===== config.mk =====
export PLATFORM = sky130hd
export DESIGN_NAME = erase_loop_seq
export DESIGN_NICKNAME = d
export VERILOG_FILES = /design/src/rtl/erase_seq_pkg.sv /design/src/rtl/erase_cfg_regs.sv /design/src/rtl/erase_bp_index.sv /design/src/rtl/erase_tick_timer.sv /design/src/rtl/erase_loop_seq.sv
export SDC_FILE = /design/constraint.sdc
export NUM_CORES = 1
export LEC_CHECK = 0
export ABC_CLOCK_PERIOD_IN_PS = 5700
export BUFFER_PORTS_ARGS = -buffer_cell sky130_fd_sc_hd__buf_2
export CORE_MARGIN = 2
export CORE_UTILIZATION = 54
export CTS_BUF_LIST = sky130_fd_sc_hd__clkbuf_8
export CTS_CLUSTER_DIAMETER = 80
export DETAILED_ROUTE_END_ITERATION = 8
export PLACE_DENSITY = 0.71
export SYNTH_ARGS = -nofsm -noshare
export SYNTH_HDL_FRONTEND = slang
export SYNTH_HIERARCHICAL = 1
export SYNTH_SLANG_ARGS = --single-unit

===== constraint.sdc =====
create_clock -name clk -period 5.7 [get_ports clk]
set_clock_uncertainty 0.05 [all_clocks]
set_input_delay 0.285 -clock clk [delete_from_list [all_inputs] [get_ports clk]]
set_output_delay 0.285 -clock clk [all_outputs]
set_load 0.01 [all_outputs]

===== src/rtl/erase_seq_pkg.sv =====
package erase_seq_pkg;

  typedef enum logic [2:0] {
    ST_IDLE,
    ST_LAUNCH,
    ST_PULSE,
    ST_VREQ,
    ST_DECIDE
  } seq_state_t;

  // register address map
  localparam int A_THR      = 0;
  localparam int A_MAXL     = 1;
  localparam int A_FIXED    = 2;
  localparam int A_MODE     = 3;
  localparam int A_DIV      = 4;
  localparam int A_BUDGET   = 5;
  localparam int A_BP_BASE  = 8;
  localparam int A_TBL_BASE = 16;

endpackage


===== src/rtl/erase_cfg_regs.sv =====
module erase_cfg_regs
  import erase_seq_pkg::*;
#(
  parameter int ADDR_W      = 5,
  parameter int DATA_W      = 16,
  parameter int CNT_W       = 16,
  parameter int PT_W        = 8,
  parameter int LOOP_W      = 4,
  parameter int DIV_W       = 16,
  parameter int TOT_W       = 12,
  parameter int N_BP        = 7,
  parameter int IDX_W       = 3,
  parameter int DEF_THR     = 16,
  parameter int DEF_MAXL    = 5,
  parameter int DEF_FIXED   = 7,
  parameter int DEF_DIV     = 50000,
  parameter int DEF_BUDGET  = 40,
  parameter int DEF_BP_STEP = 64
) (
  input  logic                    clk,
  input  logic                    rst,
  input  logic                    lock,
  input  logic                    we,
  input  logic [ADDR_W-1:0]       addr,
  input  logic [DATA_W-1:0]       wdata,
  input  logic [IDX_W-1:0]        rd_idx,
  output logic [CNT_W-1:0]        thr,
  output logic [LOOP_W-1:0]       max_loops,
  output logic [PT_W-1:0]         fixed_pt,
  output logic                    adaptive,
  output logic [DIV_W-1:0]        div,
  output logic [TOT_W-1:0]        budget,
  output logic [N_BP*CNT_W-1:0]   bp_flat,
  output logic [PT_W-1:0]         rd_data
);

  localparam int N_ENT = N_BP + 1;

  logic wr_ok;
  logic tbl_sel;
  logic [IDX_W-1:0] tbl_wi;
  logic [PT_W-1:0] tbl_mem [N_ENT];

  assign wr_ok   = we && !lock;
  assign tbl_sel = (int'(addr) >= A_TBL_BASE) && (int'(addr) < A_TBL_BASE + N_ENT);
  assign tbl_wi  = IDX_W'(int'(addr) - A_TBL_BASE);

  always_ff @(posedge clk) begin
    if (rst) begin
      thr       <= CNT_W'(DEF_THR);
      max_loops <= LOOP_W'(DEF_MAXL);
      fixed_pt  <= PT_W'(DEF_FIXED);
      adaptive  <= 1'b0;
      div       <= DIV_W'(DEF_DIV);
      budget    <= TOT_W'(DEF_BUDGET);
    end else if (wr_ok) begin
      case (int'(addr))
        A_THR:    thr       <= wdata[CNT_W-1:0];
        A_MAXL:   max_loops <= wdata[LOOP_W-1:0];
        A_FIXED:  fixed_pt  <= wdata[PT_W-1:0];
        A_MODE:   adaptive  <= wdata[0];
        A_DIV:    div       <= wdata[DIV_W-1:0];
        A_BUDGET: budget    <= wdata[TOT_W-1:0];
        default:  ;
      endcase
    end
  end

  // breakpoint bank: all compared in parallel, so kept in flops
  for (genvar i = 0; i < N_BP; i++) begin : g_bp
    logic [CNT_W-1:0] bp_q;
    always_ff @(posedge clk) begin
      if (rst)
        bp_q <= CNT_W'((i + 1) * DEF_BP_STEP);
      else if (wr_ok && int'(addr) == A_BP_BASE + i)
        bp_q <= wdata[CNT_W-1:0];
    end
    assign bp_flat[i*CNT_W +: CNT_W] = bp_q;
  end

  // pulse table: plain write port and registered read, RAM friendly
  always_ff @(posedge clk) begin
    if (wr_ok && tbl_sel)
      tbl_mem[tbl_wi] <= wdata[PT_W-1:0];
  end

  always_ff @(posedge clk) begin
    rd_data <= tbl_mem[rd_idx];
  end

endmodule


===== src/rtl/erase_bp_index.sv =====
module erase_bp_index #(
  parameter int CNT_W = 16,
  parameter int N_BP  = 7,
  parameter int IDX_W = 3
) (
  input  logic [CNT_W-1:0]      cnt,
  input  logic [N_BP*CNT_W-1:0] bp_flat,
  output logic [IDX_W-1:0]      idx
);

  logic [N_BP-1:0] reached;

  for (genvar i = 0; i < N_BP; i++) begin : g_cmp
    assign reached[i] = cnt >= bp_flat[i*CNT_W +: CNT_W];
  end

  always_comb begin
    idx = '0;
    for (int i = 0; i < N_BP; i++)
      idx = idx + IDX_W'(reached[i]);
  end

endmodule


===== src/rtl/erase_tick_timer.sv =====
module erase_tick_timer #(
  parameter int DIV_W = 16,
  parameter int PT_W  = 8
) (
  input  logic             clk,
  input  logic             rst,
  input  logic             run,
  input  logic [DIV_W-1:0] div,
  input  logic [PT_W-1:0]  len,
  output logic             last
);

  logic [DIV_W-1:0] cyc_q;
  logic [PT_W-1:0]  tk_q;
  logic             tick;

  assign tick = ({1'b0, cyc_q} + (DIV_W+1)'(1)) >= {1'b0, div};
  assign last = run && tick && (({1'b0, tk_q} + (PT_W+1)'(1)) >= {1'b0, len});

  always_ff @(posedge clk) begin
    if (rst || !run) begin
      cyc_q <= '0;
      tk_q  <= '0;
    end else if (tick) begin
      cyc_q <= '0;
      tk_q  <= tk_q + PT_W'(1);
    end else begin
      cyc_q <= cyc_q + DIV_W'(1);
    end
  end

endmodule


===== src/rtl/erase_loop_seq.sv =====
module erase_loop_seq
  import erase_seq_pkg::*;
#(
  parameter int ADDR_W      = 5,
  parameter int DATA_W      = 16,
  parameter int CNT_W       = 16,
  parameter int PT_W        = 8,
  parameter int LOOP_W      = 4,
  parameter int DIV_W       = 16,
  parameter int TOT_W       = 12,
  parameter int VS_W        = 4,
  parameter int N_BP        = 7,
  parameter int DEF_THR     = 16,
  parameter int DEF_MAXL    = 5,
  parameter int DEF_FIXED   = 7,
  parameter int DEF_DIV     = 50000,
  parameter int DEF_BUDGET  = 40,
  parameter int DEF_BP_STEP = 64
) (
  input  logic              clk,
  input  logic              rst,
  input  logic              start,
  output logic              busy,
  output logic              done,
  input  logic              cfg_we,
  input  logic [ADDR_W-1:0] cfg_addr,
  input  logic [DATA_W-1:0] cfg_wdata,
  output logic              pulse_en,
  output logic [VS_W-1:0]   vstep,
  output logic              vfy_req,
  input  logic              vfy_ack,
  input  logic [CNT_W-1:0]  vfy_fail_cnt,
  output logic              st_pass,
  output logic [LOOP_W-1:0] st_loops,
  output logic [TOT_W-1:0]  st_ticks
);

  localparam int N_ENT = N_BP + 1;
  localparam int IDX_W = $clog2(N_ENT);

  seq_state_t state_q;
  logic [LOOP_W-1:0] loops_q;
  logic [TOT_W-1:0]  total_q;
  logic [VS_W-1:0]   vstep_q;
  logic [PT_W-1:0]   pt_cur_q;
  logic [CNT_W-1:0]  cnt_q;
  logic              first_q;

  logic [CNT_W-1:0]      thr;
  logic [LOOP_W-1:0]     max_loops;
  logic [PT_W-1:0]       fixed_pt;
  logic                  adaptive;
  logic [DIV_W-1:0]      div;
  logic [TOT_W-1:0]      budget;
  logic [N_BP*CNT_W-1:0] bp_flat;
  logic [PT_W-1:0]       tbl_q;
  logic [IDX_W-1:0]      tbl_idx;
  logic                  tmr_last;

  logic [PT_W-1:0] pt_pick;
  logic [PT_W-1:0] pt_eff;
  logic            over_budget;

  assign busy     = (state_q != ST_IDLE);
  assign pulse_en = (state_q == ST_PULSE);
  assign vfy_req  = (state_q == ST_VREQ);
  assign vstep    = vstep_q;

  erase_cfg_regs #(
    .ADDR_W(ADDR_W), .DATA_W(DATA_W), .CNT_W(CNT_W), .PT_W(PT_W),
    .LOOP_W(LOOP_W), .DIV_W(DIV_W), .TOT_W(TOT_W), .N_BP(N_BP),
    .IDX_W(IDX_W), .DEF_THR(DEF_THR), .DEF_MAXL(DEF_MAXL),
    .DEF_FIXED(DEF_FIXED), .DEF_DIV(DEF_DIV), .DEF_BUDGET(DEF_BUDGET),
    .DEF_BP_STEP(DEF_BP_STEP)
  ) u_cfg (
    .clk(clk), .rst(rst), .lock(busy), .we(cfg_we), .addr(cfg_addr),
    .wdata(cfg_wdata), .rd_idx(tbl_idx), .thr(thr), .max_loops(max_loops),
    .fixed_pt(fixed_pt), .adaptive(adaptive), .div(div), .budget(budget),
    .bp_flat(bp_flat), .rd_data(tbl_q)
  );

  erase_bp_index #(
    .CNT_W(CNT_W), .N_BP(N_BP), .IDX_W(IDX_W)
  ) u_idx (
    .cnt(cnt_q), .bp_flat(bp_flat), .idx(tbl_idx)
  );

  erase_tick_timer #(
    .DIV_W(DIV_W), .PT_W(PT_W)
  ) u_tmr (
    .clk(clk), .rst(rst), .run(pulse_en), .div(div), .len(pt_cur_q),
    .last(tmr_last)
  );

  // the table read issued in DECIDE is valid here in LAUNCH
  assign pt_pick     = (first_q || !adaptive) ? fixed_pt : tbl_q;
  assign pt_eff      = (pt_pick == '0) ? PT_W'(1) : pt_pick;
  assign over_budget = ({1'b0, total_q} + (TOT_W+1)'(pt_eff)) > {1'b0, budget};

  always_ff @(posedge clk) begin
    if (rst) begin
      state_q  <= ST_IDLE;
      loops_q  <= '0;
      total_q  <= '0;
      vstep_q  <= '0;
      pt_cur_q <= '0;
      cnt_q    <= '0;
      first_q  <= 1'b1;
      done     <= 1'b0;
      st_pass  <= 1'b0;
      st_loops <= '0;
      st_ticks <= '0;
    end else begin
      done <= 1'b0;
      case (state_q)
        ST_IDLE: begin
          if (start) begin
            loops_q <= '0;
            total_q <= '0;
            vstep_q <= '0;
            first_q <= 1'b1;
            state_q <= ST_LAUNCH;
          end
        end
        ST_LAUNCH: begin
          if (over_budget) begin
            state_q  <= ST_IDLE;
            done     <= 1'b1;
            st_pass  <= 1'b0;
            st_loops <= loops_q;
            st_ticks <= total_q;
          end else begin
            pt_cur_q <= pt_eff;
            total_q  <= total_q + TOT_W'(pt_eff);
            loops_q  <= loops_q + LOOP_W'(1);
            state_q  <= ST_PULSE;
          end
        end
        ST_PULSE: begin
          if (tmr_last) state_q <= ST_VREQ;
        end
        ST_VREQ: begin
          if (vfy_ack) begin
            cnt_q   <= vfy_fail_cnt;
            state_q <= ST_DECIDE;
          end
        end
        ST_DECIDE: begin
          if (cnt_q < thr) begin
            state_q  <= ST_IDLE;
            done     <= 1'b1;
            st_pass  <= 1'b1;
            st_loops <= loops_q;
            st_ticks <= total_q;
          end else if (loops_q >= max_loops) begin
            state_q  <= ST_IDLE;
            done     <= 1'b1;
            st_pass  <= 1'b0;
            st_loops <= loops_q;
            st_ticks <= total_q;
          end else begin
            if (vstep_q != {VS_W{1'b1}}) vstep_q <= vstep_q + VS_W'(1);
            first_q <= 1'b0;
            state_q <= ST_LAUNCH;
          end
        end
        default: state_q <= ST_IDLE;
      endcase
    end
  end

endmodule


==> metrics.txt, run 1 <==
outcome=finished clean; slowest stage delay, CP=roughly 0.55 ns; crit path max-delay cell type=mux4_2; DIE WIDTH=about 190 µm; final setup vio count=0; antenna fix cells=0; TNS Setup=0 ns; Seq/Total Area, Yosys=between 30% and 40%; Final ANT Viol Nets=0; cell mode on critical path=fa_1; slew margin rel.=between 10% and 20%; fin util=60.49%; HP Class=in -> reg; max cap viols=0; CTS root buf=clkbuf_8; area of the multi-input gates=a little under 10000 µm²; area leader, netlist=dfxtp_1; Layout Nets=2149; Via density=around 5.5; non-filler instance count after layout=~2400; Detail Placement HPWL=31400 µm; Hold Slack=about 0.042 ns; Total GRT Usage=between 20% and 30%; Ports=67; Yosys reg bits=about 330; Die H=between 150 and 200 µm; unrepaired setup endpoints after global routing=no; WS Path Type=reg -> reg; Max Slew Vio Count=0; Num CTS Buffers=54; Worst-Margin Slew=~1.2 ns; CORE AREA=roughly 33000 µm²; CP startpoint kind=flop; fill count=about 2800; crit path cell chain=inv_1, ha_1, nand2b_1, a2111oi_0, nor4b_1, nor4_1, fa_1, fa_1, inv_1, fa_1, fa_1, buf_4, mux4_2, mux2_2; Reg area=7267 µm²; layout cells sized above 1=between 10% and 20%; Routed WL=~44000 µm; Synth Net Count=2078; FF-to-FF End=u_cfg/rd_data[4]$_DFF_P_; distinct cell type count after synthesis=79; final number of hold-violating endpoints=0; area of the mapped netlist=around 18000 µm²; largest net degree at the start of global routing=117; share of the synthesized area in the top cell type=between 20 and 30%; worst-case reg-to-reg path depth=14; number of global-route vias before repair=~13000; initial antenna violation count=0; syn_area_per_cell=slightly below 10 µm²; # clock sinks=331; r2r setup slk=0.41 ns; clock buffer depth=3; fmax=188.9 MHz; Min Clock Period, post-route=5.292 ns; Site Rows=67; maximum vdd ir drop=approximately 0.18 mV; Leak=~0.0090 µW; GRT overflow=0; clock-pin slew on the worst setup and hold paths=about 0.060 ns; global-route wire length before repair=between 70000 and 80000 µm; Synth area leaders=dfxtp_1, ha_1, mux2i_1; # DRC=0; Die ar.=around 35000 µm²; Synth Flop Type=dfxtp_1; synth warn=6; Post-synth EDFFs=64; Hold EP=u_cfg/div[8]$_SDFFE_PP1P_; worst-skew pair later-pin latency=between 0.6 and 0.7 ns; hold path cells=3; fin crit share=92.85%; crit end category=flop; synthesis-to-finish area growth=10.81%; CTS tree=yes; Placement Setup Slack=~0.4 ns; DP Cell Count=approximately 2300; Arr. time, crit path=5.73 ns; Starting Density=a little over half; FFs w/ async S/R, synth=0%; Pwr Density=roughly 270 nW/µm²; HP Start=cfg_wdata[8]; DR WL/cell=between 15 and 20 µm; vias=~13000; worst flop-to-flop path startpoint=cnt_q[0]$_SDFFE_PP0P_; Iter 0 DRT Violations=~680; slack of the critical path=between 0.4 and 0.5 ns; post-CTS setup buffer count=0; Final GP Congestion=roughly 0.86; Max FO, Critical Path=16; Buffers on Ports=66; 1st-pass router iterations=5; Cells after Synth=around 1900; WP data required=between 6 and 7 ns; htree depth=2
==> critical path: cells and delay by family, from the launching register on <==
kind | cells | cell delay, ns
adder cells (fa/ha/maj) | 5 | 2.27
AO/OA/AOI/OAI | 1 | 0.44
multiplexers | 2 | 0.82
AND/OR/NAND/NOR | 3 | 0.70
flip-flops | 1 | 0.31
buffers and inverters | 3 | 0.59
==> registers in the layout, indices dropped and copies added (netlist names), 3 cells and up <==
register,flops
u_cfg/max_loops,4
u_cfg/tbl_mem,64
u_cfg/budget,12
cnt_q,16
u_cfg/fixed_pt,8
st_loops,4
u_cfg/rd_data,8
total_q,12
vstep,4
pt_cur_q,8
u_tmr/tk_q,8
state_q,3
u_tmr/cyc_q,16
u_cfg/g_bp.bp_q,112
loops_q,4
u_cfg/div,16
u_cfg/thr,16
st_ticks,12
==> worst max-delay path by stage <==
stage	start	slack, ns	cells after the start	end
floorplan	cnt_q[0]$_SDFFE_PP0P_	0.65	15	u_cfg/rd_data[0]$_DFF_P_
global placement	cnt_q[0]$_SDFFE_PP0P_	0.49	14	u_cfg/rd_data[2]$_DFF_P_
detailed placement	cnt_q[0]$_SDFFE_PP0P_	0.40	14	u_cfg/rd_data[0]$_DFF_P_
CTS	cnt_q[0]$_SDFFE_PP0P_	0.39	14	u_cfg/rd_data[0]$_DFF_P_
global route	cnt_q[0]$_SDFFE_PP0P_	0.07	14	u_cfg/rd_data[0]$_DFF_P_
finish	cnt_q[0]$_SDFFE_PP0P_	0.41	14	u_cfg/rd_data[4]$_DFF_P_
==> synthesized netlist by cell type, drive strengths merged, types with 9 or more instances <==
master,number
a2111oi,12
a211oi,12
a21o,13
a21oi,87
and3,14
buf,30
clkbuf,66
dfxtp,267
edfxtp,64
ha,179
inv,178
mux2,16
mux2i,198
mux4,16
nand2,121
nand2b,177
nand3,50
nand4,33
nor2,91
nor2b,14
nor3,18
nor3b,19
o21a,12
o21ai,25
or3,9
xnor2,18
xor2,12
==> timing repair <==
item / 4_1_cts / 5_1_grt
hold buffers: 28 / 0
endpoints found under the hold margin: 87 / 0
gates resized for setup: 0 / 0
endpoints found under the setup margin: 0 / 0
==> final cells by class <==
cell class	instances	area share (%)
sequential	331	35.91
multi-input combinational	1247	48.84
clock inverter	28	0.7358
timing repair buffer	111	3.679
clock buffer	70	4.761
inverter	178	3.302
tap	448	2.770
==> where the power goes <==
group / internal [µW] / switching, µW
sequential: 2460 / 72.7
clock: 1140 / 948
combinational: 367 / 461
==> kinds of logic (layout without fill, tap and decap cells) <==
group,count (synthesis),after routing,synth area share [%]
AND/OR/NAND/NOR,595,595,18.10
flip-flops,331,331,39.80
buffers and inverters,274,387,6.085
multiplexers,230,230,13.81
AO/OA/AOI/OAI,208,208,7.955
adder cells (fa/ha/maj),184,184,12.81
XOR/XNOR,30,30,1.439
==> per-stage QoR <==
stage / instance area (µm²) / power (µW)
detailed placement: 18840 / 3388
global route: 20230 / 5672
CTS: 20230 / 5493
global placement: 18840 / 3369
finish: 20230 / 5449
floorplan: 18260 / 3158
==> metal layers <==
layer	global-route usage, %	vias to the layer above	share of wire (%)
met3	3.350	72	4.9
li1	-	6570	-
met1	33.09	6384	45
met4	8.207	0	2.6
met2	43.06	345	48
met5	0	-	0
==> cell usage in the layout (no fill, tap or decap), types with 12 or more instances in the layout <==
| cell type | n |
|---|---|
| nand3_1 | 49 |
| and3_1 | 12 |
| xnor2_1 | 18 |
| o21ai_0 | 25 |
| dlygate4sd3_1 | 28 |
| dfxtp_1 | 267 |
| mux4_2 | 16 |
| nor3b_1 | 12 |
| nor3_1 | 16 |
| mux2_2 | 15 |
| a21oi_1 | 86 |
| o21a_1 | 12 |
| a21o_1 | 12 |
| nand2b_1 | 175 |
| buf_4 | 17 |
| nor2_1 | 91 |
| xor2_1 | 12 |
| inv_1 | 192 |
| clkbuf_8 | 70 |
| buf_2 | 65 |
| ha_1 | 179 |
| edfxtp_1 | 64 |
| nor2b_1 | 14 |
| nand4_1 | 30 |
| mux2i_1 | 198 |
| nand2_1 | 121 |
No activity file was read; power rests on OpenSTA's default activity.
==> run 2, diff against run 1 <==
--- a/config.mk
+++ b/config.mk
@@ -6,13 +6,13 @@
 export NUM_CORES = 1
 export LEC_CHECK = 0
 export ABC_CLOCK_PERIOD_IN_PS = 5700
-export BUFFER_PORTS_ARGS = -buffer_cell sky130_fd_sc_hd__buf_2
 export CORE_MARGIN = 2
 export CORE_UTILIZATION = 54
 export CTS_BUF_LIST = sky130_fd_sc_hd__clkbuf_8
 export CTS_CLUSTER_DIAMETER = 80
 export DETAILED_ROUTE_END_ITERATION = 8
-export PLACE_DENSITY = 0.71
+export DONT_BUFFER_PORTS = 1
+export PLACE_DENSITY = 0.69
 export SYNTH_ARGS = -nofsm -noshare
 export SYNTH_HDL_FRONTEND = slang
 export SYNTH_HIERARCHICAL = 1
==> run 2 against run 1 <==
First-iteration DRC count is 43% higher. Utilization fell by 0.35 points. Critical endpoint is now u_cfg/rd_data[3]$_DFF_P_. Sequential power barely moved. Sequential share of layout area up 0.21 points. Register-to-register slack worse by 0.08 ns. Final area down 0.58%. Cell count shrank 1.9%. Worst setup slack worse by 0.079 ns. Critical path type unchanged. Count of clock-buffer cells in the layout shrank 4. Total power increased by 2.4%. Critical path depth unchanged. Combinational power fell by 1%.
==> metrics.txt, run 2 (synthesis results as in run 1) <==
outcome=finished clean; crit path max-delay cell type=fa_1; worst flop-to-flop path startpoint=cnt_q[0]$_SDFFE_PP0P_; Setup crit start=cnt_q[0]$_SDFFE_PP0P_; Max FO, Critical Path=16; fin crit share=94.24%; max cap viols=0; commonest non-fill, non-tap cell in the layout=dfxtp_1; Leak=around 0.0088 µW; Min Clock Period, post-route=around 5.4 ns; cell mode on critical path=fa_1; Die H=~190 µm; top cell family by delay on the critical path=adder cells; vias=13380; non-filler instance count after layout=about 2400; Buffers on Ports=0; slew margin rel.=approximately a fifth; largest registers=u_cfg/g_bp.bp_q (112), u_cfg/tbl_mem (64); WS Path Type=reg -> reg; 1st-pass router iterations=5; HP Class=in -> reg; # DRC=0; number of global-route vias before repair=13450; commonest non-fill, non-tap cells in the layout=dfxtp_1, mux2i_1, inv_1; CTS tree=yes; clock-pin slew on the worst setup and hold paths=about 0.070 ns; worst-skew pair later-pin latency=approximately 0.6 ns; Detail Placement HPWL=about 31000 µm; synthesis-to-finish area growth=10.18%; post_cts resized=0; # clock sinks=between 300 and 400; Final ANT Viol Nets=0; Max Slew Vio Count=0; max reg flops=roughly 110; HP Start=rst; WP buf/inv=3; unrepaired setup endpoints after global routing=no; Die ar.=around 35000 µm²; Num CTS Buffers=55; final setup vio count=0; Worst-Margin Slew=approximately 1.2 ns; Placement Setup Slack=0.3698 ns; htree depth=2; TNS Setup=0 ns; Iter 0 DRT Violations=slightly below 1000; maximum vdd ir drop=0.1600 mV; global-route wire length before repair=72290 µm; Comb pwr share=around 15%; GRT overflow=0; Total GRT Usage=between 20% and 30%; CP startpoint kind=flop; Arr. time, crit path=between 5 and 6 ns; DR WL/cell=about 19 µm; CTS root buf=clkbuf_8; Via density=roughly 5.7; Starting Density=54.59%; Pwr Density=277.3 nW/µm²; clock share of power=~40%; internal power=4054 µW; DIE WIDTH=around 190 µm; initial antenna violation count=3; Ports=67; slowest stage delay, CP=0.54 ns; final number of hold-violating endpoints=0; WP data required=about 6 ns; CORE AREA=approximately 33000 µm²; clock buffer depth=3; fmax=186.2 MHz; slack of the critical path=0.3284 ns; layout cells sized above 1=8.925%; largest net degree at the start of global routing=230; Routed WL=approximately 46000 µm; most flop-heavy register=u_cfg/g_bp.bp_q; DP Cell Count=2223; Final GP Congestion=between 0.8 and 0.9; Site Rows=67; Flop pwr share=between 40% and 50%; crit end category=flop; crit path cell chain=inv_1, ha_1, nand2b_1, a2111oi_0, nor4b_1, nor4_1, fa_1, fa_1, inv_1, fa_1, fa_1, buf_4, mux4_2, mux2_2; Layout Nets=between 2000 and 2500; switch share=27.34%; net switching power=approximately 1500 µW
[run 2: changes by cell type in the layout (fill, tap and decap cells not counted), sizes merged]
cell         change
dlygate4sd3     +11
clkinvlp         +1
clkinv           +4
diode            +3
buf             -63
bufinv           +3
inv              -1
clkbuf           -4
[run 2: repair_timing]
action                     4_1_cts  5_1_grt
buffers inserted                 0        0
setup endpoints to repair        0        0
hold endpoints to repair       297        0
hold buffers                    40        0
[run 2: cell type report]
cell class	count	area [µm²]
Fill cell	2780	13330
Multi-Input combinational cell	1247	9882
Sequential cell	331	7267
Clock buffer	66	908.4
Inverter	178	668.1
Timing Repair Buffer	59	560.5
Tap cell	448	560.5
Clock inverter	35	264.0
Antenna cell	3	7.507
[run 2: worst paths after layout]
| check | endpoint | cells past startpoint | slack, ns |
|---|---|---|---|
| worst max-delay path | u_cfg/rd_data[3]$_DFF_P_ | 14 | 0.33 |
| worst min-delay path | u_cfg/budget[8]$_SDFFE_PP0P_ | 2 | 0.07 |
| worst max register to register | u_cfg/rd_data[3]$_DFF_P_ | 14 | 0.33 |
| worst min register to register | u_cfg/g_bp[3].bp_q[6]$_SDFFE_PP0P_ | 2 | 0.42 |
[run 2: per-layer routing]
| layer | vias to the layer above | global-route usage (%) | routed length (µm) |
|---|---|---|---|
| met5 | - | 0 | 0 |
| met4 | 0 | 10.69 | 1721 |
| met3 | 117 | 4.024 | 2526 |
| met2 | 395 | 43.13 | 21400 |
| met1 | 6376 | 33.94 | 20170 |
| li1 | 6489 | - | - |
[run 2: power groups by stage]
stage,clock network [µW],logic (µW),registers [µW]
2_1_floorplan,0,622,2540
3_3_place_gp,0,737,2580
3_5_place_dp,0,752,2580
4_1_cts,2260,813,2530
5_1_grt,2370,890,2530
6_report,2230,818,2530
[run 2: through the flow]
step | total power (µW) | cell area [µm²] | hold slack (ns) | utilization, %
after floorplan | 3158 | 18260 | 0.3339 | -
after global placement | 3315 | 18520 | 0.3223 | 55.37
after detailed placement | 3330 | 18520 | 0.3343 | 55.37
after CTS | 5603 | 20110 | 0.04681 | 60.12
after global routing | 5796 | 20120 | 0.04654 | 60.15
final | 5579 | 20120 | 0.07177 | 60.15
==> run 3, diff against run 2 <==
--- a/config.mk
+++ b/config.mk
@@ -7,13 +7,13 @@
 export LEC_CHECK = 0
 export ABC_CLOCK_PERIOD_IN_PS = 5700
 export CORE_MARGIN = 2
-export CORE_UTILIZATION = 54
+export CORE_UTILIZATION = 50
 export CTS_BUF_LIST = sky130_fd_sc_hd__clkbuf_8
 export CTS_CLUSTER_DIAMETER = 80
 export DETAILED_ROUTE_END_ITERATION = 8
 export DONT_BUFFER_PORTS = 1
-export PLACE_DENSITY = 0.69
 export SYNTH_ARGS = -nofsm -noshare
 export SYNTH_HDL_FRONTEND = slang
 export SYNTH_HIERARCHICAL = 1
 export SYNTH_SLANG_ARGS = --single-unit
+export TNS_END_PERCENT = 5
==> run 3 against run 2 <==
Sequential share of layout area hardly changed. Combinational power is 0.6% lower. Clock power is 2% higher. First-iteration DRC count is 8.7% lower. Utilization is 3.8 points lower. Critical path type unchanged. Highest routed layer unchanged.
==> metrics.txt, run 3 (synthesis results as in run 1) <==
Comb pwr share=between 10% and 20%; worst flop-to-flop path startpoint=cnt_q[0]$_SDFFE_PP0P_; Detail Placement HPWL=31730 µm; HP Start=cfg_wdata[14]; largest registers=u_cfg/g_bp.bp_q (112), u_cfg/tbl_mem (64); worst-skew pair later-pin latency=about 0.66 ns; Worst-Margin Slew=between 1 and 1.5 ns; clock share of power=40.5%; Ports=67; Leak=approximately 0.0088 µW; Layout Nets=about 2100; GRT overflow=0; Min Clock Period, post-route=between 5 and 6 ns; DIE WIDTH=195.1 µm; internal power=about 4000 µW; layout cells sized above 1=a little under a tenth; Placement Cell Area=approximately 19000 µm²; CORE AREA=around 36000 µm²; post-CTS setup buffer count=0; vias=between 10000 and 15000; Max FO, Critical Path=16; Die H=between 150 and 200 µm; fin crit share=a little over nine tenths; # clock sinks=331; Pwr Density=279.6 nW/µm²; fmax=186.0 MHz; slew margin rel.=21.44%; Via density=roughly 5.5; Final ANT Viol Nets=0; Arr. time, crit path=between 5 and 6 ns; most flop-heavy register=u_cfg/g_bp.bp_q; outcome=finished clean; largest net degree at the start of global routing=~230; Routed WL=~47000 µm; final number of hold-violating endpoints=0; max cap viols=0; DR WL/cell=19.90 µm; Setup crit start=cnt_q[0]$_SDFFE_PP0P_; CTS tree=yes; TNS Setup=0 ns; post-route cell area=roughly 20000 µm²; HP Class=in -> reg; WS Path Type=reg -> reg; clock buffer depth=3; hold_buf cts=38; Total GRT Usage=about a quarter; WP data required=6.18 ns; 1st-pass router iterations=5; Starting Density=between 50% and 60%; initial antenna violation count=0; CP startpoint kind=flop; commonest non-fill, non-tap cells in the layout=dfxtp_1, mux2i_1, inv_1; final setup vio count=0; CTS root buf=clkbuf_8; Die ar.=around 38000 µm²; htree depth=2; unrepaired setup endpoints after global routing=no; number of global-route vias before repair=13170; net switching power=1557 µW; crit end category=flop; synthesis-to-finish area growth=10.21%; global-route wire length before repair=74640 µm; maximum vdd ir drop=roughly 0.17 mV; Site Rows=between 60 and 70; Max Slew Vio Count=0; Iter 0 DRT Violations=884; # DRC=0; antenna fix cells=0; Placement Setup Slack=0.3212 ns; clock-pin slew on the worst setup and hold paths=0.06 ns; post_cts resized=0; Num CTS Buffers=between 50 and 60; switch share=27.67%; commonest non-fill, non-tap cell in the layout=dfxtp_1; Flop pwr share=approximately 45%; Buffers on Ports=0; max reg flops=roughly 110; Final GP Congestion=between 0.8 and 0.9; slack of the critical path=0.3241 ns
-- run 3: worst max-delay path, cell delays in order, from the launching register on --
cell,delay [ns]
dfxtp_1,0.32
inv_1,0.22
ha_1,0.28
nand2b_1,0.14
a2111oi_0,0.43
nor4b_1,0.11
nor4_1,0.46
fa_1,0.53
fa_1,0.54
inv_1,0.05
fa_1,0.47
fa_1,0.50
buf_4,0.30
mux4_2,0.56
mux2_2,0.27
-- run 3: worst paths after layout --
path / endpoint / slack, ns / cells past startpoint
worst max register to register: u_cfg/rd_data[2]$_DFF_P_ / 0.32 / 14
worst min register to register: cnt_q[0]$_SDFFE_PP0P_ / 0.42 / 2
worst min-delay path: u_cfg/g_bp[0].bp_q[14]$_SDFFE_PP0P_ / 0.06 / 2
worst max-delay path: u_cfg/rd_data[2]$_DFF_P_ / 0.32 / 14
-- run 3: area by class of cell --
class	instances	area [µm²]
multi-input combinational	1247	9892
clock inverter	30	188.9
sequential	331	7267
timing repair buffer	53	513.0
inverter	178	668.1
clock buffer	74	1018
fill	3196	15620
tap	461	576.8
-- run 3: per-layer routing --
| metal | share of wire (%) | up-vias | global-route usage, % |
|---|---|---|---|
| met5 | 0 | - | 0 |
| met4 | 2.2 | 0 | 7.351 |
| met3 | 3.9 | 72 | 4.059 |
| met2 | 47 | 238 | 41.42 |
| met1 | 47 | 6315 | 34.31 |
| li1 | - | 6481 | - |
-- run 3: metrics by stage --
stage / power (µW) / cells / hold slack, ns / util, %
finish: 5626 / 2374 / 0.05780 / 56.30
global route: 5868 / 2374 / 0.05026 / 56.30
CTS: 5676 / 2373 / 0.0006422 / 56.28
detailed placement: 3340 / 2231 / 0.3236 / 51.79
global placement: 3333 / 2231 / 0.3226 / 51.79
floorplan: 3158 / 1852 / 0.3339 / -
-- run 3: power by group through the flow --
stage               logic, µW  clock network (µW)  registers, µW
floorplan                 622                   0           2540
global placement          748                   0           2580
detailed placement        757                   0           2580
CTS                       818                2330           2530
global route              894                2440           2540
finish                    813                2280           2530
